==> src/rtl/pdt_pkg.sv <==
// Shared encodings for the duration-qualified pattern trigger.
package pdt_pkg;
    typedef enum logic [1:0] {
        TM_IMMEDIATE = 2'd0,
        TM_START     = 2'd1,
        TM_END       = 2'd2,
        TM_QUALIFIED = 2'd3
    } trig_mode_e;

    typedef enum logic [1:0] {
        DC_LONGER  = 2'd0,
        DC_SHORTER = 2'd1,
        DC_WINDOW  = 2'd2,
        DC_OFF     = 2'd3
    } dur_crit_e;
endpackage

==> src/rtl/pdt_match.sv <==
// Per-channel pattern compare. Assumes samples are already synchronous to clk.
// A channel with care=0 always agrees; the pattern holds when all agree.
module pdt_match #(
    parameter int N_CH = 4
) (
    input  logic [N_CH-1:0] smp_i,
    input  logic [N_CH-1:0] care_i,
    input  logic [N_CH-1:0] level_i,
    output logic            match_o
);
    logic [N_CH-1:0] agree;

    genvar gi;
    generate
        for (gi = 0; gi < N_CH; gi++) begin : g_chan
            // one channel agrees if ignored or at its required level
            assign agree[gi] = !care_i[gi] || (smp_i[gi] == level_i[gi]);
        end
    endgenerate

    // all channels must agree
    assign match_o = &agree;
endmodule

==> src/rtl/pdt_duration.sv <==
// Run-length timer. Tracks whether the previous sample matched, and counts
// matching samples in a saturating counter that restarts at 1 on entry.
// On the exit sample, len_o holds the length of the run just ended.
module pdt_duration #(
    parameter int DUR_W = 6
) (
    input  logic             clk,
    input  logic             rst_n,
    input  logic             match_i,
    output logic             entry_o,
    output logic             exit_o,
    output logic [DUR_W-1:0] len_o
);
    localparam logic [DUR_W-1:0] LEN_MAX = {DUR_W{1'b1}};

    logic             in_pat_q;
    logic [DUR_W-1:0] dur_q;

    // edge detection against the previous sample
    assign entry_o = match_i && !in_pat_q;
    assign exit_o  = !match_i && in_pat_q;
    assign len_o   = dur_q;

    // run-length counter with saturation
    always_ff @(posedge clk) begin
        if (!rst_n) begin
            in_pat_q <= 1'b0;
            dur_q    <= '0;
        end else begin
            in_pat_q <= match_i;
            if (entry_o) begin
                dur_q <= {{(DUR_W-1){1'b0}}, 1'b1};
            end else if (match_i) begin
                if (dur_q != LEN_MAX) dur_q <= dur_q + 1'b1;
            end else begin
                dur_q <= '0;
            end
        end
    end

    // a run in progress always has a nonzero length
    assert_len_nonzero_R7: assert property (@(posedge clk) disable iff (!rst_n)
        in_pat_q |-> (dur_q != '0));

    // a saturated length holds while the run continues
    assert_len_saturates_R7: assert property (@(posedge clk) disable iff (!rst_n)
        (in_pat_q && match_i && dur_q == LEN_MAX) |=> (dur_q == LEN_MAX));
endmodule

==> src/rtl/pdt_qualifier.sv <==
// Judges a finished run length. recog_o: long enough to be seen at all.
// qual_o: recognised and passing the selected duration criterion.
module pdt_qualifier
    import pdt_pkg::*;
#(
    parameter int DUR_W   = 6,
    parameter int MIN_DUR = 2
) (
    input  logic [DUR_W-1:0] len_i,
    input  dur_crit_e        crit_i,
    input  logic [DUR_W-1:0] lo_i,
    input  logic [DUR_W-1:0] hi_i,
    output logic             recog_o,
    output logic             qual_o
);
    localparam logic [DUR_W-1:0] MIN_LEN = DUR_W'(MIN_DUR);

    logic pass;

    // criterion compare
    always_comb begin
        unique case (crit_i)
            DC_LONGER:  pass = (len_i > lo_i);
            DC_SHORTER: pass = (len_i < hi_i);
            DC_WINDOW:  pass = (len_i >= lo_i) && (len_i <= hi_i);
            default:    pass = 1'b0;
        endcase
    end

    // minimum length gate
    assign recog_o = (len_i >= MIN_LEN);
    assign qual_o  = recog_o && pass;
endmodule

==> src/rtl/pdt_sequencer.sv <==
// Arming, event counting, timeout and trigger pulse generation.
// Assumes configuration is held stable while armed. Arm wins over firing.
module pdt_sequencer
    import pdt_pkg::*;
#(
    parameter int EVT_W = 4,
    parameter int TO_W  = 12
) (
    input  logic             clk,
    input  logic             rst_n,
    input  logic             arm_i,
    input  trig_mode_e       mode_i,
    input  logic [EVT_W-1:0] evt_n_i,
    input  logic             auto_en_i,
    input  logic [TO_W-1:0]  timeout_i,
    input  logic             entry_i,
    input  logic             exit_recog_i,
    input  logic             exit_qual_i,
    output logic             trig_o
);
    localparam logic [TO_W-1:0] TO_MAX = {TO_W{1'b1}};

    logic             armed_q;
    logic             trig_q;
    logic [EVT_W-1:0] ev_cnt_q;
    logic [TO_W-1:0]  to_cnt_q;
    logic             evt;
    logic [EVT_W:0]   target;
    logic             evt_fire;
    logic             auto_fire;
    logic             fire;

    // event selection by mode; qualification only for the first event
    always_comb begin
        unique case (mode_i)
            TM_START:     evt = entry_i;
            TM_END:       evt = exit_recog_i;
            TM_QUALIFIED: evt = (ev_cnt_q == '0) ? exit_qual_i : exit_recog_i;
            default:      evt = 1'b0;
        endcase
    end

    // fire decision
    assign target    = (evt_n_i == '0) ? (EVT_W+1)'(1) : {1'b0, evt_n_i};
    assign evt_fire  = evt && (({1'b0, ev_cnt_q} + 1'b1) >= target);
    assign auto_fire = auto_en_i && (to_cnt_q == timeout_i);
    assign fire      = armed_q && !arm_i &&
                       ((mode_i == TM_IMMEDIATE) || evt_fire || auto_fire);
    assign trig_o    = trig_q;

    // arm state, counters and one-cycle trigger pulse
    always_ff @(posedge clk) begin
        if (!rst_n) begin
            armed_q  <= 1'b0;
            trig_q   <= 1'b0;
            ev_cnt_q <= '0;
            to_cnt_q <= '0;
        end else begin
            trig_q <= 1'b0;
            if (arm_i) begin
                armed_q  <= 1'b1;
                ev_cnt_q <= '0;
                to_cnt_q <= '0;
            end else if (armed_q) begin
                if (fire) begin
                    trig_q  <= 1'b1;
                    armed_q <= 1'b0;
                end else begin
                    if (evt) ev_cnt_q <= ev_cnt_q + 1'b1;
                    if (to_cnt_q != TO_MAX) to_cnt_q <= to_cnt_q + 1'b1;
                end
            end
        end
    end

    // firing leaves the block disarmed
    assert_disarm_on_fire_R11: assert property (@(posedge clk) disable iff (!rst_n)
        trig_q |-> !armed_q);

    // the trigger is a single-cycle pulse
    assert_single_pulse_R11: assert property (@(posedge clk) disable iff (!rst_n)
        trig_q |=> !trig_q);

    // a trigger only follows an armed cycle
    assert_fire_when_armed_R11: assert property (@(posedge clk) disable iff (!rst_n)
        $rose(trig_q) |-> $past(armed_q));

    // the event count stays below the firing number while armed
    assert_event_count_bound_R8: assert property (@(posedge clk) disable iff (!rst_n)
        armed_q |-> ({1'b0, ev_cnt_q} < target));

    // an expired timeout produces a trigger on the next cycle
    assert_timeout_fires_R10: assert property (@(posedge clk) disable iff (!rst_n)
        (armed_q && !arm_i && auto_en_i && to_cnt_q == timeout_i) |=> trig_q);
endmodule

==> src/rtl/pattern_duration_trigger.sv <==
// Top of the duration-qualified pattern trigger: channel compare, run timer,
// length judge and sequencer. Inputs are assumed synchronous to clk.
module pattern_duration_trigger
    import pdt_pkg::*;
#(
    parameter int N_CH    = 4,
    parameter int DUR_W   = 6,
    parameter int EVT_W   = 4,
    parameter int TO_W    = 12,
    parameter int MIN_DUR = 2
) (
    input  logic             clk,
    input  logic             rst_n,
    input  logic [N_CH-1:0]  smp,
    input  logic [N_CH-1:0]  care_mask,
    input  logic [N_CH-1:0]  level_val,
    input  logic [1:0]       mode,
    input  logic [1:0]       crit,
    input  logic [DUR_W-1:0] dur_lo,
    input  logic [DUR_W-1:0] dur_hi,
    input  logic [EVT_W-1:0] evt_n,
    input  logic             auto_en,
    input  logic [TO_W-1:0]  timeout,
    input  logic             arm,
    output logic             trig
);
    logic             match;
    logic             entry;
    logic             exit_pulse;
    logic [DUR_W-1:0] run_len;
    logic             recog;
    logic             qual;

    pdt_match #(.N_CH(N_CH)) u_match (
        .smp_i   (smp),
        .care_i  (care_mask),
        .level_i (level_val),
        .match_o (match)
    );

    pdt_duration #(.DUR_W(DUR_W)) u_duration (
        .clk     (clk),
        .rst_n   (rst_n),
        .match_i (match),
        .entry_o (entry),
        .exit_o  (exit_pulse),
        .len_o   (run_len)
    );

    pdt_qualifier #(.DUR_W(DUR_W), .MIN_DUR(MIN_DUR)) u_qualifier (
        .len_i   (run_len),
        .crit_i  (dur_crit_e'(crit)),
        .lo_i    (dur_lo),
        .hi_i    (dur_hi),
        .recog_o (recog),
        .qual_o  (qual)
    );

    pdt_sequencer #(.EVT_W(EVT_W), .TO_W(TO_W)) u_sequencer (
        .clk          (clk),
        .rst_n        (rst_n),
        .arm_i        (arm),
        .mode_i       (trig_mode_e'(mode)),
        .evt_n_i      (evt_n),
        .auto_en_i    (auto_en),
        .timeout_i    (timeout),
        .entry_i      (entry),
        .exit_recog_i (exit_pulse && recog),
        .exit_qual_i  (exit_pulse && qual),
        .trig_o       (trig)
    );
endmodule

==> config.mk <==
export PLATFORM = sky130hd
export DESIGN_NAME = pattern_duration_trigger
export DESIGN_NICKNAME = d
export VERILOG_FILES = /design/src/rtl/pdt_pkg.sv /design/src/rtl/pdt_match.sv /design/src/rtl/pdt_duration.sv /design/src/rtl/pdt_qualifier.sv /design/src/rtl/pdt_sequencer.sv /design/src/rtl/pattern_duration_trigger.sv
export SDC_FILE = /design/constraint.sdc
export NUM_CORES = 1
export LEC_CHECK = 0
export ABC_CLOCK_PERIOD_IN_PS = 2600
export BUFFER_PORTS_ARGS = -buffer_cell sky130_fd_sc_hd__buf_2
export CELL_PAD_IN_SITES_DETAIL_PLACEMENT = 1
export CELL_PAD_IN_SITES_GLOBAL_PLACEMENT = 2
export CORE_ASPECT_RATIO = 1.75
export CORE_MARGIN = 2
export CORE_UTILIZATION = 27
export DETAILED_ROUTE_END_ITERATION = 10
export GPL_TIMING_DRIVEN = 0
export PLACE_DENSITY_LB_ADDON = 0.12
export SYNTH_ARGS = -nofsm -noshare
export SYNTH_HDL_FRONTEND = slang
export SYNTH_SLANG_ARGS = --single-unit
==> constraint.sdc <==
create_clock -name clk -period 2.6 [get_ports clk]
set_input_delay 0.39 -clock clk [delete_from_list [all_inputs] [get_ports clk]]
set_output_delay 0.39 -clock clk [all_outputs]
set_load 0.01 [all_outputs]
After elaboration in Yosys (flattened, before gate mapping)
Index checks and enable logic that the tools add are counted.
{ "classes": {"addsub": 4, "order_cmp": 6, "n_eq_ne": 13, "muxes": 11, "bitwise_logic": 4, "reduce_logical": 33} }
{ "ops": {"columns": ["op", "count"], "rows": [
  ["$add A12 B1 Y12 const B", 1],
  ["$eq A12 B12 Y1", 1],
  ["$ne A12 B12 Y1 const B", 1],
  ["$logic_and A1 B1 Y1", 10],
  ["$logic_not A4 Y1", 2],
  ["$mux W1", 8],
  ["$logic_not A1 Y1", 7],
  ["$add A6 B1 Y6 const B", 1],
  ["$eq A2 B2 Y1 const B", 3],
  ["$ge A6 B2 Y1 const B", 1],
  ["$ge A6 B6 Y1", 1],
  ["$gt A6 B6 Y1", 1],
  ["$le A6 B6 Y1", 1],
  ["$logic_or A1 B1 Y1", 6],
  ["$lt A6 B6 Y1", 1],
  ["$ne A6 B6 Y1 const B", 1],
  ["$pmux W1 S3", 2],
  ["$reduce_and A3 Y1", 2],
  ["$reduce_or A3 Y1", 2],
  ["$add A4 B1 Y5 const B", 1],
  ["$ge A5 B5 Y1", 1],
  ["$add A4 B1 Y4 const B", 1],
  ["$eq A1 B1 Y1", 4],
  ["$eq A2 B1 Y1 const B", 2],
  ["other kinds (6)", 10]
]} }
{ "totals": {"reg_bits": 25, "inputBits": 48, "output_inout_bits": 1, "wordCells": 78} }

Longest topological paths before layout
{ "logic_depth": {"depth_word": 15, "ltp_mapped": 12, "depth_no_buf": 10} }

Modules after synthesis
Synthesis repeated with hierarchy kept, for this count alone.
{ "hier_totals": {"hier_cells": 247, "hier_area_um2": 2014.4} }
{ "modules_own_cells": {"columns": ["mod", "n_inst", "cells_each", "area_each_um2", "seq_area_each_um2"], "rows": [
  ["pdt_sequencer", 1, 152, 1257.5, 360.3],
  ["pdt_duration", 1, 39, 346.6, 140.1],
  ["pdt_qualifier", 1, 48, 339.1, 0.0],
  ["pdt_match", 1, 6, 58.8, 0.0],
  ["pattern_duration_trigger", 1, 2, 12.5, 0.0]
]} }

Worst setup path after synthesis
No wires, ideal clock.
{ "synth_path": {"kind": "input -> register", "start": "input dur_hi[5]", "end": "register u_sequencer.to_cnt_q[11]", "setup_time_ns": 0.135, "t_arrival_ns": 2.640, "t_required_ns": 2.465, "path_slack_ns": -0.175, "stages": 10, "n_path_buf": 1, "path_cell_list": "inv_1 > ha_1 > nand4_1 > o221a_2 > o41a_4 > a2111oi_4 > nor2_2 > buf_6 > o311ai_0 > o41ai_1"} }
{ "synth_via": {"elab_chain_cells": 13, "elab_cells_between_ends": 14, "cone_classes": "2 x order compare; 3 x mux; 1 x bitwise; 8 x reduce/logical"} }
{ "synth_rtl": {"columns": ["element", "line_no", "source"], "rows": [
  ["from (decl)", "pattern_duration_trigger.sv:20", "input logic [DUR_W-1:0] dur_hi,"],
  ["$le A6 B6 Y1", "pdt_qualifier.sv:25", "DC_WINDOW: pass = (len_i >= lo_i) && (len_i <= hi_i);"],
  ["$logic_and A1 B1 Y1", "pdt_qualifier.sv:25", null],
  ["$pmux W1 S3 (*)", "pdt_qualifier.sv:22", "unique case (crit_i)"],
  ["$logic_and A1 B1 Y1 (*)", "pdt_qualifier.sv:32", "assign qual_o = recog_o && pass;"],
  ["$logic_and A1 B1 Y1 (*)", "pattern_duration_trigger.sv:69", ".exit_qual_i (exit_pulse && qual),"],
  ["$mux W1 (*)", "pdt_sequencer.sv:38", "TM_QUALIFIED: evt = (ev_cnt_q == '0) ? exit_qual_i : exit_recog_i;"],
  ["$pmux W1 S3 (*)", "pdt_sequencer.sv:35", "unique case (mode_i)"],
  ["$logic_and A1 B1 Y1 (*)", "pdt_sequencer.sv:45", "assign evt_fire = evt && (({1'b0, ev_cnt_q} + 1'b1) >= target);"],
  ["$logic_or A1 B1 Y1 (*) (2 in a row)", "pdt_sequencer.sv:48", "((mode_i == TM_IMMEDIATE) || evt_fire || auto_fire);"],
  ["$logic_and A1 B1 Y1 (*)", "pdt_sequencer.sv:47", "assign fire = armed_q && !arm_i &&"],
  ["$not A1 Y1 (no source line) (*)", null, null],
  ["$reduce_and A3 Y1 (no source line) (*)", null, null],
  ["to (signal assigned)", "pdt_sequencer.sv:70", "if (to_cnt_q != TO_MAX) to_cnt_q <= to_cnt_q + 1'b1;"],
  ["to (decl)", "pdt_sequencer.sv:26", "logic [TO_W-1:0] to_cnt_q;"]
]} }
Every way passes the cells marked *; elsewhere a longest branch is shown, timed or not.
A chain may end at the register's enable or synchronous reset.

Worst setup path after layout
{ "layout_path": {"start": "register u_duration.dur_q[3], in the netlist u_duration.len_o[3]", "end": "register u_sequencer.ev_cnt_q[2]"} }
{ "layout_via": {"elab_chain_cells": 13, "elab_cells_between_ends": 18, "cone_classes": "5 x order compare; 3 x mux; 1 x bitwise; 9 x reduce/logical"} }
{ "layout_rtl": {"columns": ["element", "line_no", "source"], "rows": [
  ["from (decl)", "pdt_duration.sv:17", "logic [DUR_W-1:0] dur_q;"],
  ["from (signal assigned)", "pdt_duration.sv:32", "dur_q <= {{(DUR_W-1){1'b0}}, 1'b1};"],
  ["from (signal assigned)", "pdt_duration.sv:34", "if (dur_q != LEN_MAX) dur_q <= dur_q + 1'b1;"],
  ["$ge A6 B6 Y1 or $le A6 B6 Y1 (tied branches)", "pdt_qualifier.sv:25", null],
  ["$logic_and A1 B1 Y1", "pdt_qualifier.sv:25", null],
  ["$pmux W1 S3", "pdt_qualifier.sv:22", null],
  ["$logic_and A1 B1 Y1", "pdt_qualifier.sv:32", null],
  ["$logic_and A1 B1 Y1", "pattern_duration_trigger.sv:69", null],
  ["$mux W1", "pdt_sequencer.sv:38", null],
  ["$pmux W1 S3 (*)", "pdt_sequencer.sv:35", null],
  ["$logic_and A1 B1 Y1", "pdt_sequencer.sv:45", null],
  ["$logic_or A1 B1 Y1 (2 in a row)", "pdt_sequencer.sv:48", null],
  ["$logic_and A1 B1 Y1", "pdt_sequencer.sv:47", null],
  ["$not A1 Y1 (no source line)", null, null],
  ["$reduce_and A3 Y1 (no source line) (*)", null, null],
  ["to (signal assigned)", "pdt_sequencer.sv:69", "if (evt) ev_cnt_q <= ev_cnt_q + 1'b1;"],
  ["to (decl)", "pdt_sequencer.sv:25", "logic [EVT_W-1:0] ev_cnt_q;"]
]} }
Marks and branches as above.

==> qor.csv <==
stage,metric,value,unit
min_path,worstHoldStart,arm,
min_path,hold_class,primary input to flop,
final_layout,diodes,0,
setup_path,rr_worst_depth,9,
clock_tree,cts_sinks,25,
timing,final_hold_viol_count,0,
clock_tree,hold_buffers,0,
global_routing,grt_max_degree,14,
clock_tree,cts_tree,yes,
job,drv_cap,0,
logic_synthesis,syn_area_per_cell,8.20,µm²
timing,slew_viol_final,0,
placed_design,dp_hpwl,4.81,mm
logic_synthesis,syn_inst,231,
logic_synthesis,synth_fp_nets,300,
logic_synthesis,synth_edf_count,0,
setup_path,critPathMaxFanout,6,
setup_path,slowest_stage,or4_1,
min_path,hold_path_end,u_sequencer.armed_q,
floorplan,die_w,67.3,µm
setup_path,crit_type,flop to flop,
final_layout,syn2layout_area_growth,36.7,%
timing,finalCritPeriodShare,104,%
clock_tree,cts.htree.levels,1,
logic_synthesis,syn_area,1890,µm²
floorplan,initial_utilization,27.8,%
final_layout,utilization,38.0,%
logic_synthesis,ys_warn_count,0,
logic_synthesis,yosysSeqAreaShare,26.4,%
logic_synthesis,ys_ff_latch,25,
setup_path,arrival,2.91,ns
setup_path,r2r_start,u_duration.len_o[3],
floorplan,rows,40,
pwr,power,0.947,mW
final_layout,most-common-layout-cells,"buf_2 (49), inv_1 (19), nand2_1 (18), dfxtp_1 (18), a21oi_1 (16)",
route,drcViolationCount,0,
placed_design,gp_congestion,0.786,
timing,fmax,370,MHz
placed_design,placed_cell_area,2270,µm²
final_layout,final_common_cell,buf_2,
setup_path,crit_buf_inv,1,
setup_path,crit_required,2.81,ns
timing,worst_pin_slew,0.635,ns
timing,setup_tns,-0.983,ns
floorplan,dieArea,7730,µm²
route,drt_iter0_markers,32,
status,violations,setup timing,
logic_synthesis,ys_async_sr_fraction,0,%
final_layout,fillers,858,
placed_design,place.port_buffers,48,
pwr,powerDensity,366,nW/µm²
clock_tree,root_buffer,clkbuf_16,
route,vias,1936,
global_routing,grt_pass1_wl,10.1,mm
setup_path,path_delay_family,simple AND/OR/NAND/NOR gates,
timing,worst_slack,-0.104,ns
global_routing,first_global_vias,2141,
logic_synthesis,synth_ff_type,dfxtp_1,
timing,period_minus_slack,2.70,ns
final_layout,multi_input_area,1450,µm²
route,viasPerCell,5.12,
route,drtPass1Iterations,4,
floorplan,coreArea,6810,µm²
timing,fin_skew,0.00535,ns
clock_tree,clock_latency,0.27,ns
pwr,p_leak,1.07,nW
final_layout,register_area,519,µm²
timing,relSlewSlack,57.6,%
timing,finalSetupViolations,14,
final_layout,nNetsFinal,364,
setup_path,crit_chain,ha_1 > nand4_1 > or3_1 > a211o_1 > a2111oi_4 > buf_4 > o21ai_4 > or4_1 > nand2_1,
setup_path,reg2reg_slack,-0.10,ns
clock_tree,cts_made_buffers,3,
status,outcome,"complete, but fails checks",
floorplan,ioPinCount,49,
setup_path,cp-start-kind,flop,
final_layout,layoutNonFillerInstCount,378,
min_path,hold_depth,3,
route,wl_per_cell,15.8,µm
global_routing,grt_overflow_total,0,
logic_synthesis,synth.distinct_cells,42,
final_layout,drive_above_1_share,35.4,%
timing,grt_setup_unrepaired,yes,
setup_path,cpPeakStageDelay,0.41,ns
placed_design,place_inst,363,
global_routing,grt_util_all_layers,17.3,%
route,drt_wl_total,5.98,mm
clock_tree,path_clk_slew,0.07,ns
setup_path,end_kind,flop,
floorplan,die-height,115,µm
setup_path,reg2reg_to,u_sequencer.ev_cnt_q[2],
clock_tree,clk_path_buf_depth,2,
global_routing,antenna_found_initial,0,
route,ant_nets,0,
final_layout,postLayoutCellArea,2590,µm²
pwr,vdd_ir_drop_max,215,µV
-- synth_stat cells (all sizes together) (3+ instances only) --
| library cell | number | area share [%] |
|---|---|---|
| dfxtp | 25 | 26 |
| ha | 21 | 14 |
| inv | 21 | 4.2 |
| a21oi | 19 | 5.0 |
| nand2 | 18 | 3.6 |
| nor2 | 14 | 2.9 |
| xor2 | 14 | 6.5 |
| nand3 | 11 | 2.9 |
| o21ai | 8 | 2.1 |
| nor3 | 7 | 1.8 |
| o31ai | 7 | 2.8 |
| or3 | 7 | 2.4 |
| or4 | 7 | 2.8 |
| xnor2 | 7 | 3.2 |
| nand4 | 5 | 1.7 |
| a211oi | 3 | 1.2 |
| clkbuf | 3 | 0.59 |
| nand2b | 3 | 0.99 |
| o211ai | 3 | 1.2 |
-- flip-flops by register name (all words and copies together), names as in the netlist --
name / count
u_sequencer.to_cnt_q: 12
u_duration.in_pat_q: 1
u_sequencer.armed_q: 1
u_duration.len_o: 6
u_sequencer.trig_o: 1
u_sequencer.ev_cnt_q: 4
-- worst min-delay path: stages --
cell,delay [ns]
buf_2,0.11
inv_1,0.06
a21oi_1,0.06
-- metrics by stage --
| stage | hold slack (ns) | setup WS (ns) |
|---|---|---|
| final | 0.403 | -0.104 |
| after global routing | 0.422 | -0.255 |
| after floorplan | 0.453 | 0.000962 |
| after CTS | 0.400 | -0.114 |
| after detailed placement | 0.504 | -0.487 |
| after global placement | 0.499 | -0.428 |
-- worst max-delay path by stage --
stage / startpoint / end / slack, ns / depth (start not counted)
floorplan: dur_lo[3] / u_sequencer.to_cnt_q[2] / 0.001 / 10
global placement: evt_n[2] / u_sequencer.to_cnt_q[0] / -0.43 / 12
detailed placement: evt_n[2] / u_sequencer.to_cnt_q[0] / -0.49 / 12
CTS: u_duration.len_o[3] / u_sequencer.to_cnt_q[5] / -0.11 / 8
global route: u_duration.len_o[5] / u_sequencer.to_cnt_q[8] / -0.26 / 9
finish: u_duration.len_o[3] / u_sequencer.ev_cnt_q[2] / -0.10 / 9
-- power breakdown --
group          internal [mW]  switching [mW]  total, mW
Sequential             0.386         0.00640      0.392
Clock                  0.210           0.148      0.359
Combinational         0.0903           0.105      0.196
Total                  0.687           0.260      0.947
-- layout make-up --
class | count | area share, %
multi-input cells | 180 | 56.0
flip-flops and latches | 25 | 20.1
repair buffers | 60 | 12.7
well taps | 84 | 4.06
clock buffers | 4 | 3.04
inverters | 21 | 3.04
plain buffers | 4 | 1.16
-- routing by layer --
layer,wire [µm],track usage [%]
met5,0,0
met1,1980,15.8
met4,109,6.39
met3,152,1.17
met2,3740,36.8
-- cell families after synthesis --
| family | count (synthesis) | share of synthesized area [%] |
|---|---|---|
| mux | 2 | 1.06 |
| flops | 25 | 26.4 |
| compound gates | 59 | 22.3 |
| buf+inv | 26 | 5.94 |
| simple gates | 77 | 20.7 |
| fa+ha+maj | 21 | 13.9 |
| xor+xnor | 21 | 9.71 |
-- repair_timing --
item | CTS | global route
resized for setup | 26 | 11
pin swaps | 14 | 5
cloned | 1 | 0
endpoints found under the setup margin | 17 | 17
setup buffers | 9 | 2
No activity file was read; power rests on OpenSTA's default activity.
